$ cat src/rtl/down_timer.sv
module down_timer #(
  parameter int CNT_W = 16,
  parameter int PRE_W = 8
) (
  input  logic        clk,
  input  logic        rst_n,
  input  logic        bus_sel,
  input  logic        bus_wr,
  input  logic [4:0]  bus_addr,
  input  logic [31:0] bus_wdata,
  output logic [31:0] bus_rdata,
  output logic        irq
);
  localparam logic [2:0] IDX_LOAD = 3'd0;
  localparam logic [2:0] IDX_CNT  = 3'd1;
  localparam logic [2:0] IDX_CTRL = 3'd2;
  localparam logic [2:0] IDX_CLR  = 3'd3;
  localparam logic [2:0] IDX_STAT = 3'd4;

  logic [CNT_W-1:0] load_q, count_q;
  logic [PRE_W-1:0] pre_q, pre_lim;
  logic             en_q, per_q, irq_q;
  logic [1:0]       psc_q;

  wire [2:0] idx      = bus_addr[4:2];
  wire       wsel     = bus_sel & bus_wr;
  wire       wr_load  = wsel && idx == IDX_LOAD;
  wire       wr_ctrl  = wsel && idx == IDX_CTRL;
  wire       wr_clr   = wsel && idx == IDX_CLR;

  always_comb begin
    case (psc_q)
      2'b00:   pre_lim = '0;
      2'b01:   pre_lim = PRE_W'(15);
      default: pre_lim = PRE_W'(255);
    endcase
  end

  wire tick   = en_q && (pre_q >= pre_lim);
  wire expire = tick && (count_q <= CNT_W'(1));

  always_ff @(posedge clk or negedge rst_n) begin
    if (!rst_n)          pre_q <= '0;
    else if (!en_q)      pre_q <= '0;
    else if (tick)       pre_q <= '0;
    else                 pre_q <= pre_q + 1'b1;
  end

  always_ff @(posedge clk or negedge rst_n) begin
    if (!rst_n)       load_q <= '0;
    else if (wr_load) load_q <= bus_wdata[CNT_W-1:0];
  end

  always_ff @(posedge clk or negedge rst_n) begin
    if (!rst_n)                count_q <= '0;
    else if (expire)           count_q <= per_q ? load_q : '0;
    else if (tick)             count_q <= count_q - 1'b1;
    else if (wr_load && !en_q) count_q <= bus_wdata[CNT_W-1:0];
  end

  always_ff @(posedge clk or negedge rst_n) begin
    if (!rst_n) begin
      en_q  <= 1'b0;
      per_q <= 1'b0;
      psc_q <= 2'b00;
    end else if (wr_ctrl) begin
      en_q  <= bus_wdata[7];
      per_q <= bus_wdata[6];
      psc_q <= bus_wdata[3:2];
    end else if (expire && !per_q) begin
      en_q  <= 1'b0;
    end
  end

  always_ff @(posedge clk or negedge rst_n) begin
    if (!rst_n)      irq_q <= 1'b0;
    else if (expire) irq_q <= 1'b1;
    else if (wr_clr) irq_q <= 1'b0;
  end

  assign irq = irq_q;

  always_comb begin
    case (idx)
      IDX_LOAD: bus_rdata = 32'(load_q);
      IDX_CNT:  bus_rdata = 32'(count_q);
      IDX_CTRL: bus_rdata = {24'd0, en_q, per_q, 2'b00, psc_q, 2'b00};
      IDX_STAT: bus_rdata = {31'd0, irq_q};
      default:  bus_rdata = '0;
    endcase
  end


  load_idle_chk: assert property (@(posedge clk) disable iff (!rst_n)
    (wr_load && !en_q) |=> (count_q == $past(bus_wdata[CNT_W-1:0])));


  frozen_chk: assert property (@(posedge clk) disable iff (!rst_n)
    (!en_q && !wr_load) |=> $stable(count_q));


  oneshot_stop_chk: assert property (@(posedge clk) disable iff (!rst_n)
    (expire && !per_q && !wr_ctrl) |=> (!en_q && count_q == '0 && irq_q));


  irq_hold_chk: assert property (@(posedge clk) disable iff (!rst_n)
    (irq_q && !wr_clr) |=> irq_q);


  irq_clear_chk: assert property (@(posedge clk) disable iff (!rst_n)
    (wr_clr && !expire) |=> !irq_q);


  pre_start_chk: assert property (@(posedge clk) disable iff (!rst_n)
    $rose(en_q) |-> (pre_q == '0));
endmodule

$ cat config.mk
export PLATFORM = sky130hd
export DESIGN_NAME = down_timer
export DESIGN_NICKNAME = d
export VERILOG_FILES = /design/src/rtl/down_timer.sv
export SDC_FILE = /design/constraint.sdc
export NUM_CORES = 1
export LEC_CHECK = 0
export CORE_AREA = 8 8 70 133
export DETAILED_ROUTE_END_ITERATION = 6
export DIE_AREA = 0 0 78 141
export PLACE_DENSITY = 0.83
export SETUP_SLACK_MARGIN = 0.1
export SLEW_MARGIN = 0
export SYNTH_ARGS = -nofsm -noshare
export SYNTH_HDL_FRONTEND = slang
export SYNTH_SLANG_ARGS = --single-unit
$ cat constraint.sdc
create_clock -name clk -period 2.23 [get_ports clk]
set_clock_uncertainty 0.05 [all_clocks]
set_input_delay 0.3345 -clock clk [delete_from_list [all_inputs] [get_ports clk]]
set_output_delay 0.3345 -clock clk [all_outputs]
set_load 0.05 [all_outputs]
-- Word-level counts from Yosys, hierarchy flattened
Cells that the tools add are included.
- equal/unequal tests: 5
- bitwise gates (word level): 1
- $lt $le $gt $ge: 2
- reductions and logical operators: 14
- add/subtract/negate cells: 2
- muxes and demuxes: 12
- shifts and indexed selects: 0
- div/mod/pow operators: 0
- multiply operators: 0
- operators with widths (operator ; number):
    16-bit two-way mux ; 4
    16-bit case mux with 4 select lines ; 1
    16-bit by 1-bit <= comparator with 1-bit output (second input constant) ; 1
    8-bit two-way mux ; 2
    8-bit case mux with 2 select lines ; 1
    16-bit by 1-bit subtractor with 16-bit output (second input constant) ; 1
    8-bit by 1-bit adder with 8-bit output (second input constant) ; 1
    8-bit greater-or-equal comparator ; 1
    1-bit logical AND ; 7
    3-bit by 2-bit equality test with 1-bit output (second input constant) ; 2
    1-bit two-way mux ; 4
    2-bit nonzero test ; 2
    3-bit by 1-bit equality test with 1-bit output (second input constant) ; 1
    3-bit equality test (second input constant) ; 1
    3-bit logical NOT ; 1
    3-bit nonzero test ; 1
    2-bit by 1-bit equality test with 1-bit output (second input constant) ; 1
    1-bit logical NOT ; 2
    2-bit logical NOT ; 1
    1-bit AND ; 1
- output and inout port bits: 33
- latch bits: 0
- input port bits: 41
- bits in writable memories: 0
- memories: 0
- bits in read-only memories: 0
- logic and storage cells: 43
- register bits: 45

-- Longest topological paths before layout
Gate-level depths: netlist of the first run.
- depth in word-level cells: 8
- mapped depth: 9
- gate-level depth less buffers: 7

-- Worst setup path after synthesis of the first run
OpenSTA, ideal clock, no wires.
- path kind: input to output
- from: in bus_addr[2]
- to: out bus_rdata[6]
- stages: 5
- setup slack: -0.114 ns
- arrival time: 1.959 ns
- data required time: 1.845 ns
- buffers on the path: 3
- cell sequence: buf_2 > buf_1 > buf_2 > a31oi_1 > nor2_1
- word-level cells in the longest chain between the ends: 2
- elaborated cells between the ends (all ways): 5
- those cells by class: eq/ne (3); mux (1); reduce/logical (1)
- RTL lines (what ; line ; RTL):
    start: declaration ; 9 ; input logic [4:0] bus_addr,
    3-bit equality test (tied with other cells) ; 84 ; case (idx)
    16-bit case mux with 4 select lines * ; 84 ;
    end: declaration ; 11 ; output logic [31:0] bus_rdata,
Every way passes the cells marked *; elsewhere a longest branch is shown, timed or not.

-- Worst setup path in the final report of the first run
- from: reg psc_q[1]
- to: reg count_q[9]
- word-level cells in the longest chain between the ends: 6
- elaborated cells between the ends (all ways): 9
- those cells by class: order compare (1); eq/ne (1); mux (3); reduce/logical (4)
- RTL lines (what ; line ; RTL):
    start: declaration ; 23 ; logic [1:0] psc_q;
    start signal: assignment ; 69 ; psc_q <= bus_wdata[3:2];
    2-bit by 1-bit equality test with 1-bit output / 2-bit logical NOT (equally long branches) ; 32 ; case (psc_q)
    8-bit case mux with 2 select lines * ; 32 ;
    8-bit greater-or-equal comparator * ; 39 ; wire tick = en_q && (pre_q >= pre_lim);
    1-bit logical AND * ; 39 ;
    16-bit two-way mux / 1-bit logical AND (equally long branches) ; 57, 40 ;
    16-bit two-way mux / 3-bit nonzero test (equally long branches) ; -- ;
    end signal: assignment ; 56 ; else if (expire) count_q <= per_q ? load_q : '0;
    end signal: assignment ; 57 ; else if (tick) count_q <= count_q - 1'b1;
    end signal: assignment ; 58 ; else if (wr_load && !en_q) count_q <= bus_wdata[CNT_W-1:0];
    end: declaration ; 20 ; logic [CNT_W-1:0] load_q, count_q;
Marks and branches as above.
A chain may end at the register's enable or synchronous reset.

==> results of run 1 <==
## worst reg2reg max path: stages, from the launching register on
cell and delay, ns:
dfrtp_1 0.41, or2_4 0.27, inv_2 0.11, ha_4 0.22, a221oi_4 0.29, buf_6 0.16
a2bb2oi_4 0.18, buf_6 0.13, buf_12 0.12, buf_6 0.11, nand2_2 0.04, o21ai_1 0.07
## state kept, by name, indices dropped and copies added (netlist names)
register and flops:
count_q 16, en_q 1, irq 1, load_q 16, per_q 1, pre_q 8
psc_q 2
## what timing repair did
action / 4_1_cts / 5_1_grt
resized for setup: 41 / 30
setup buffers: 5 / 4
pin swaps: 14 / 19
hold buffers: 1 / 0
hold endpoints to repair: 20 / 0
endpoints found under the setup margin: 36 / 25
gates cloned: 2 / 0
## cells by family after synthesis
family | count (synthesis) | synth area share (%)
flops | 45 | 34.8
other cells | 1 | 0.116
fa+ha+maj | 9 | 3.48
mux | 39 | 12.9
simple gates | 125 | 20.6
xor+xnor | 14 | 3.79
buf+inv | 48 | 9.78
compound gates | 61 | 14.6
## layer usage
layer  track usage [%]  part of all wire [%]  vias up
met5                 0                     0        -
met3              4.27                   7.2       46
met1              16.7                    33     1458
met4              12.8                   5.8        0
li1                  -                     -     1352
met2              33.3                    54      177
## path summary, 6_finish.rpt
check	to	slack (ns)	startpoint	depth (start not counted)
hold reg to reg	pre_q[0]	0.49	pre_q[0]	1
min in group asynchronous	load_q[1]	0.51	rst_n	2
max in group asynchronous	count_q[8]	1.09	rst_n	3
hold / removal	pre_q[0]	0.49	pre_q[0]	1
setup reg to reg	count_q[9]	-0.007	psc_q[1]	11
setup / recovery	count_q[9]	-0.007	psc_q[1]	11
## metrics by stage
stage / TNS, ns / cells
floorplan: 0 / 357
global placement: -0.0995 / 494
CTS: -0.169 / 510
global route: -0.532 / 513
detailed placement: -0.879 / 494
finish: -0.0168 / 513
## final cells by class
class | count | area (um2)
fill | 579 | 2840
multi-input combinational | 265 | 2240
sequential | 45 | 1130
timing repair buffer | 92 | 1010
clock buffer | 5 | 125
tap | 94 | 118
clock inverter | 3 | 46.3
inverter | 9 | 33.8
## placed cells by master, fill, tap and decap left out, types with 8 or more instances in the layout
| master | count |
|---|---|
| a31oi_1 | 12 |
| buf_12 | 19 |
| buf_4 | 42 |
| clkdlybuf4s50_1 | 21 |
| conb_1 | 16 |
| dfrtp_1 | 44 |
| mux2_2 | 21 |
| mux2i_1 | 15 |
| nand2_1 | 23 |
| nand3_1 | 8 |
| nand4_1 | 9 |
| nor2_1 | 23 |
| nor2_4 | 16 |
| nor3_1 | 10 |
## power by group through the flow
stage	Sequential (mW)	Clock, mW	Combinational (mW)
2_1_floorplan	1.27	0	1.30
3_3_place_gp	1.37	0	1.72
3_5_place_dp	1.40	0	1.79
4_1_cts	1.40	0.866	2.04
5_1_grt	1.46	0.900	2.33
6_report	1.43	0.856	2.18
==> results_dict.tcl, run 1 <==
set metrics [dict create \
    status "finished with violations" \
    violations "setup timing" \
    yosysWarningCount 0 \
    drc_errors 0 \
    finalMaxSlewViolations 0 \
    cts_tree "done" \
    worstSetupEndpointType "register" \
    total_power_mw 4.46 \
    p_switching_mw 1.82 \
    clkTransAtPathRegs_ns 0.07 \
    dieHeight_um 141 \
    fin_nets 468 \
    ant_nets 0 \
    port_buffers 39 \
    arrival_ns 2.40 \
    start_kind "register" \
    synth_area_per_cell_um2 9.46 \
    fin_ws_ns -0.00732 \
    worst_pin_slew_ns 0.542 \
    worstPathCellList "or2_4 -> inv_2 -> ha_4 -> a221oi_4 -> buf_6 -> a2bb2oi_4 -> buf_6 -> buf_12 -> buf_6 -> nand2_2 -> o21ai_1" \
    grt_pass1_vias 3302 \
    critical_path_required_ns 2.40 \
    min_period_ns 2.24 \
    path_max_fanout 8 \
    root_buffer "clkbuf_16" \
    synth_area_leaders "dfrtp_1 (35%), mux2_2 (7.3%), mux2i_1 (5.6%)" \
    swShare_pct 40.7 \
    slew_headroom_pct 63.9 \
    cts_made_buffers 5 \
    cts_sinks 45 \
    combPwrFrac_pct 48.8 \
    antenna_cells 0 \
    critical_path.most_common_cell "buf_6" \
    vias_per_cell 5.91 \
    cap_violations 0 \
    grtUsageTotal_pct 18.1 \
    timing.fmax_mhz 447 \
    ys_seq_area_share_pct 34.8 \
    drt-wirelength-per-cell_um 19.6 \
    intPower_mw 2.65 \
    grt_pass1_wl_um 15900 \
    gp_congestion 0.897 \
    clockBufferDepth 2 \
    first_pass_iters 5 \
    critPathBufInv 5 \
    dpl_worst_slack_ns -0.0774 \
    dieArea_mm2 0.0110 \
    synth.top_cell.area_share_pct 34.8 \
    p_per_area_mw_per_mm2 949 \
    routed_wl_um 10100 \
    pwr-share-clk_pct 19.2 \
    critPathKind "reg -> reg" \
    peakVddDrop_v 0.000678 \
    drive_above_1_share_pct 40.3 \
    ys_seq_elements 45 \
    clk_latency_ns 0.30 \
    finalSetupViolations 4 \
    drtIter0Drc 240 \
    post-route-util_pct 62.3 \
    cp_top_family "buffers and inverters" \
    slowest_delay_ns 0.41 \
    vias 3033 \
    p_seq_share_pct 32.0 \
    synth_ff_type "dfrtp_1" \
    start_util_pct 42.9 \
    io_pins 74 \
    design_area_mm2 0.00470 \
    synth_cells 342 \
    fin_crit_sh_pct 100 \
    cp_slowest_cell "dfrtp_1" \
    async_reset_ff_share_pct 100 \
    core-area_mm2 0.00754 \
    place_area_mm2 0.00408 \
    synth_most_common_cell "dfrtp_1" \
    rsz0062_at_grt "true" \
    dp_hpwl_um 7040 \
    hold_ws_ns 0.489 \
    report.final.hold_viol_count 0 \
    cts_max_level 2 \
    rows 45 \
    synth-edff-count 0 \
    gr-total-overflow 0 \
    antenna_found_initial 0 \
    hp-class "reg -> reg" \
    synth_top_area_cell "dfrtp_1" \
    die-width_um 78 \
    yosysUniqueCellTypes 57 \
    grt_max_degree 26 \
    syn2layout_area_growth_pct 45.3 \
    total_leakage_power_nw 1.91 \
    netlist_area_mm2 0.00324 \
    ys_top_cells_by_count "dfrtp_1 (45), nor2_1 (44), nand2_1 (25), mux2_2 (21), buf_4 (19)" \
]
Power figures use the tool's default switching activity.
==> run 2, diff against run 1 <==
--- a/config.mk
+++ b/config.mk
@@ -8,7 +8,7 @@
 export CORE_AREA = 8 8 70 133
 export DETAILED_ROUTE_END_ITERATION = 6
 export DIE_AREA = 0 0 78 141
-export PLACE_DENSITY = 0.83
+export PLACE_DENSITY = 0.73
 export SETUP_SLACK_MARGIN = 0.1
 export SLEW_MARGIN = 0
 export SYNTH_ARGS = -nofsm -noshare
==> run 2 against run 1 <==
  * Power is 5.5% lower
  * Combinational power is 4% lower
  * Clock power is 15% lower
  * Critical path depth is 2 lower
  * Via count is 1.6% lower
  * Critical endpoint is now count_q[2]
  * Largest cell class unchanged
  * The run now ends clean
  * Cell count is 0.39% lower
  * Global-route usage is 0.29 points lower
  * Routed wire length is 2.5% lower
  * Final area is 2.3% lower
==> results_dict.tcl, run 2 (synthesis gave the netlist of run 1 again) <==
set metrics [dict create \
    post-route-util_pct 60.9 \
    r2r_start "psc_q[1]" \
    cap_violations 0 \
    dieHeight_um 141 \
    grtUsageTotal_pct 17.8 \
    reg2reg_slack_ns 0.02 \
    routed_wl_um 9800 \
    start_util_pct 42.9 \
    final_cells 511 \
    drive_above_1_share_pct 38.1 \
    vias_per_cell 5.84 \
    cts_tree "done" \
    num-fill-cells 600 \
    clk_latency_ns 0.29 \
    cts_hold_buf 0 \
    clkTransAtPathRegs_ns 0.06 \
    multiInputGateArea_mm2 0.00212 \
    worst_r2r_endpoint "count_q[2]" \
    hp-class "in -> async" \
    drt-wirelength-per-cell_um 19.2 \
    cts_sinks 45 \
    dieArea_mm2 0.0110 \
    antenna_found_initial 0 \
    gp_congestion 0.905 \
    grt_pass1_wl_um 15800 \
    die-width_um 78 \
    finalSetupTns_ns 0 \
    r2r.worst_path.cells 9 \
    cp_top_family "simple AND/OR/NAND/NOR gates" \
    largestRegisters "count_q: 16 flops, load_q: 16 flops, pre_q: 8 flops" \
    first_pass_iters 4 \
    path_max_fanout 12 \
    critPathLaunch "psc_q[1]" \
    antenna_cells 0 \
    drc_errors 0 \
    grt_max_degree 46 \
    critical_path_required_ns 2.35 \
    ant_nets 0 \
    port_buffers 39 \
    critPathBufInv 2 \
    root_buffer "clkbuf_16" \
    vias 2985 \
    layout_commonest_cell "dfrtp_1" \
    critPathKind "reg -> reg" \
    design_area_mm2 0.00459 \
    cts_max_level 2 \
    final_cell_mix "dfrtp_1 (45), buf_4 (40), nor2_1 (27)" \
    place_area_mm2 0.00411 \
    peakVddDrop_v 0.000524 \
    p_per_area_mw_per_mm2 919 \
    hold_ws_ns 0.0802 \
    cp_slowest_cell "dfrtp_1" \
    seqCellArea_mm2 0.00113 \
    slew_headroom_pct 60.4 \
    rsz0062_at_grt "true" \
    dp_hpwl_um 6780 \
    finalMaxSlewViolations 0 \
    core-area_mm2 0.00754 \
    clockBufferDepth 2 \
    total_leakage_power_nw 1.91 \
    rows 45 \
    worstPathCellList "or2_4 -> ha_4 -> nand2b_4 -> a221oi_4 -> buf_6 -> o2bb2ai_4 -> buf_12 -> nor3_1 -> o21ai_1" \
    fin_nets 466 \
    worst_pin_slew_ns 0.594 \
    drtIter0Drc 213 \
    start_kind "register" \
    io_pins 74 \
    finalSetupViolations 0 \
    slowest_delay_ns 0.41 \
    report.final.hold_viol_count 0 \
    syn2layout_area_growth_pct 41.9 \
    arrival_ns 2.32 \
    post-place-cells 491 \
    gr-total-overflow 0 \
    timing.fmax_mhz 453 \
    min_period_ns 2.21 \
    status "finished clean" \
    fin_crit_sh_pct 99.0 \
    grt_pass1_vias 3239 \
    worstSetupEndpointType "register" \
    cts_made_buffers 5 \
]
## run 2: cell count changes in the layout (fill, tap and decap cells not counted), moves of 3 or more
cell / previous run / this run
nor2_1: 23 / 27
nor2_2: 5 / 16
nor2_4: 16 / 1
buf_6: 7 / 4
buf_12: 19 / 23
## run 2: worst reg2reg max path, cell delays in order (launching register included)
cell and delay [ns]:
dfrtp_1 0.41, or2_4 0.27, ha_4 0.22, nand2b_4 0.14
a221oi_4 0.35, buf_6 0.17, o2bb2ai_4 0.07, buf_12 0.16
nor3_1 0.18, o21ai_1 0.09
## run 2: worst max-delay path by stage
stage                     depth (start not counted)  slack, ns       endpoint
final                                             9       0.02     count_q[2]
after global routing                              8      -0.03    count_q[10]
after CTS                                         8       0.02    count_q[14]
after detailed placement                          8      -0.06    count_q[14]
after global placement                            9      -0.01     count_q[4]
after floorplan                                   5       0.07  bus_rdata[14]
## run 2: timing repair
item	CTS	global route
pin swaps	11	11
endpoints found under the setup margin	25	30
gates cloned	1	1
buffers inserted	3	8
resized for setup	23	27
## run 2: metal layers
layer,up-vias,track usage (%),share of wire (%)
met5,-,0,0
met4,0,11.5,6.1
met3,45,3.50,5.4
met2,127,33.4,55
met1,1467,16.7,33
li1,1346,-,-
## run 2: power breakdown
part	internal, mW	total [mW]	switching [mW]
Clock	0.412	0.725	0.312
Combinational	1.05	2.10	1.05
Sequential	1.06	1.40	0.342
Total	2.51	4.22	1.71
## run 2: final cells by class
class	instances	area share, %
clock buffers	6	2.81
clock inverters	2	0.218
inverters	9	0.735
multi-input cells	264	46.1
flip-flops and latches	45	24.5
well taps	94	2.56
repair buffers	91	23.0
## run 2: per-stage QoR
step	setup WS, ns	total power, mW
finish	0.0221	4.22
detailed placement	-0.0632	3.20
floorplan	0.0660	2.57
global placement	-0.0127	3.13
global route	-0.0323	4.44
CTS	0.0244	4.09
==> run 3, diff against run 2 <==
--- a/config.mk
+++ b/config.mk
@@ -8,6 +8,7 @@
 export CORE_AREA = 8 8 70 133
 export DETAILED_ROUTE_END_ITERATION = 6
 export DIE_AREA = 0 0 78 141
+export GPL_TIMING_DRIVEN = 0
 export PLACE_DENSITY = 0.73
 export SETUP_SLACK_MARGIN = 0.1
 export SLEW_MARGIN = 0
==> run 3 against run 2 <==
  * The run now ends with setup timing left
  * Core utilization decreased by 3.4 points
  * Non-clock buffer count decreased by 3
  * Power is 1.0% higher
  * Combinational power decreased by 9%
  * Global-route usage is 0.20 points higher
  * Maximum frequency shrank 4.5%
==> results_dict.tcl, run 3 (synthesis gave the netlist of run 1 again) <==
set metrics [dict create \
    vias 2924 \
    finalSetupViolations 12 \
    grt_max_degree 36 \
    final_cells 509 \
    antenna_cells 0 \
    fin_ws_ns -0.0813 \
    cp_top_family "simple AND/OR/NAND/NOR gates" \
    critPathKind "reg -> reg" \
    total_power_mw 4.26 \
    post-place-cells 488 \
    multiInputGateArea_mm2 0.00207 \
    reg2reg_slack_ns -0.08 \
    timing.fmax_mhz 433 \
    clockBufferDepth 2 \
    grtUsageTotal_pct 18.0 \
    cp_slowest_cell "or3_1" \
    layout_commonest_cell "dfrtp_1" \
    slowest_delay_ns 0.40 \
    start_util_pct 42.9 \
    drtIter0Drc 156 \
    gr-total-overflow 0 \
    core-area_mm2 0.00754 \
    routed_wl_um 9790 \
    grt_pass1_vias 3128 \
    num-fill-cells 665 \
    finalSetupTns_ns -0.580 \
    path_max_fanout 5 \
    drive_above_1_share_pct 36.6 \
    final_cell_mix "dfrtp_1 (42), nor2_1 (32), buf_4 (28)" \
    finalMaxSlewViolations 0 \
    r2r.worst_path.cells 9 \
    clkTransAtPathRegs_ns 0.06 \
    cts_made_buffers 5 \
    min_path_cells 3 \
    fin_crit_sh_pct 104 \
    hold_ws_ns 0.283 \
    slew_headroom_pct 50.2 \
    violations "setup timing" \
    r2r_start "psc_q[0]" \
    ant_nets 0 \
    arrival_ns 2.47 \
    largestRegisters "count_q: 16 flops, load_q: 16 flops, pre_q: 8 flops" \
    worst_r2r_endpoint "count_q[11]" \
    cts_tree "done" \
    die-width_um 78 \
    peakVddDrop_v 0.000491 \
    start_kind "register" \
    post-route-util_pct 57.5 \
    vias_per_cell 5.74 \
    worstHoldStart "bus_addr[4]" \
    critical_path.most_common_cell "buf_4" \
    clk_latency_ns 0.30 \
    critPathBufInv 2 \
    critPathLaunch "psc_q[0]" \
    total_leakage_power_nw 1.84 \
    cts_max_level 2 \
    antenna_found_initial 0 \
    seqCellArea_mm2 0.00113 \
    min_period_ns 2.31 \
    rsz0062_at_grt "true" \
    dieHeight_um 141 \
    io_pins 74 \
    first_pass_iters 4 \
    port_buffers 36 \
    fin_nets 464 \
    drt-wirelength-per-cell_um 19.2 \
    status "finished with violations" \
    rows 45 \
    dieArea_mm2 0.0110 \
    syn2layout_area_growth_pct 34.1 \
    worstSetupEndpointType "register" \
    drc_errors 0 \
    p_per_area_mw_per_mm2 982 \
    holdPathEnd "irq" \
    worst_pin_slew_ns 0.741 \
    cap_violations 0 \
    critical_path_required_ns 2.39 \
    report.final.hold_viol_count 0 \
    gp_congestion 0.917 \
    dp_hpwl_um 6890 \
    worstPathCellList "or2_4 -> ha_4 -> nand2b_4 -> a221oi_4 -> buf_4 -> buf_4 -> o2bb2ai_4 -> or3_1 -> o31ai_2" \
    cts_sinks 45 \
    grt_pass1_wl_um 15600 \
    hp-class "in -> reg" \
    root_buffer "clkbuf_16" \
]
-- run 3: changes by cell type in the layout (fill, tap and decap cells not counted), moves of 3 or more --
cell / delta
mux2i_1: +3
dfrtp_1: -3
buf_2: +9
buf_12: -21
clkbuf_2: +3
dfrtp_2: +3
buf_4: -12
nor2_1: +5
nor2_2: -4
clkdlybuf4s15_2: +12
buf_6: +8
nor3_2: +4
-- run 3: metrics by stage --
step / setup WS [ns] / instance area, um2
6_report: -0.0813 / 4340
5_1_grt: -0.146 / 4340
4_1_cts: -0.0184 / 4210
3_5_place_dp: -0.749 / 3850
3_3_place_gp: -0.715 / 3830
2_1_floorplan: 0.0660 / 3360
-- run 3: area by class of cell --
cell class              count  area share (%)
clock inverters             3            1.50
well taps                  94            2.71
plain buffers              38            6.92
inverters                   9           0.779
flip-flops and latches     45            26.0
clock buffers               5            2.88
repair buffers             50            11.4
multi-input cells         265            47.8
-- run 3: report_power, final --
part           internal (mW)  total (mW)  switching (mW)
clock network          0.640       0.974           0.334
logic                  0.903        1.92            1.02
registers               1.06        1.37           0.309
total                   2.60        4.26            1.66
-- run 3: per-layer routing --
metal,wire (um),GRT usage [%],vias to the layer above,share of wire (%)
li1,-,-,1349,-
met1,3330,16.2,1415,34
met2,5360,33.0,120,55
met3,578,4.39,40,5.9
met4,518,13.8,0,5.3
met5,0,0,-,0
-- run 3: worst max path at each step --
stage | end | cells after the start
final | count_q[11] | 9
after global routing | count_q[10] | 10
after CTS | count_q[5] | 8
after detailed placement | bus_rdata[1] | 6
after global placement | bus_rdata[5] | 6
after floorplan | bus_rdata[14] | 5
-- run 3: tightest hold or removal path, delay by kind of cell --
| kind | cells | cell delay, ns |
|---|---|---|
| compound gates | 2 | 0.14 |
| buf+inv | 1 | 0.11 |
-- run 3: what timing repair did --
action                     in CTS  in global routing
resized for setup              62                 28
gates cloned                    2                  0
hold buffers                    1                  0
hold endpoints to repair       10                  0
setup endpoints to repair      43                 35
pin swaps                       9                  7
buffers inserted                7                  4
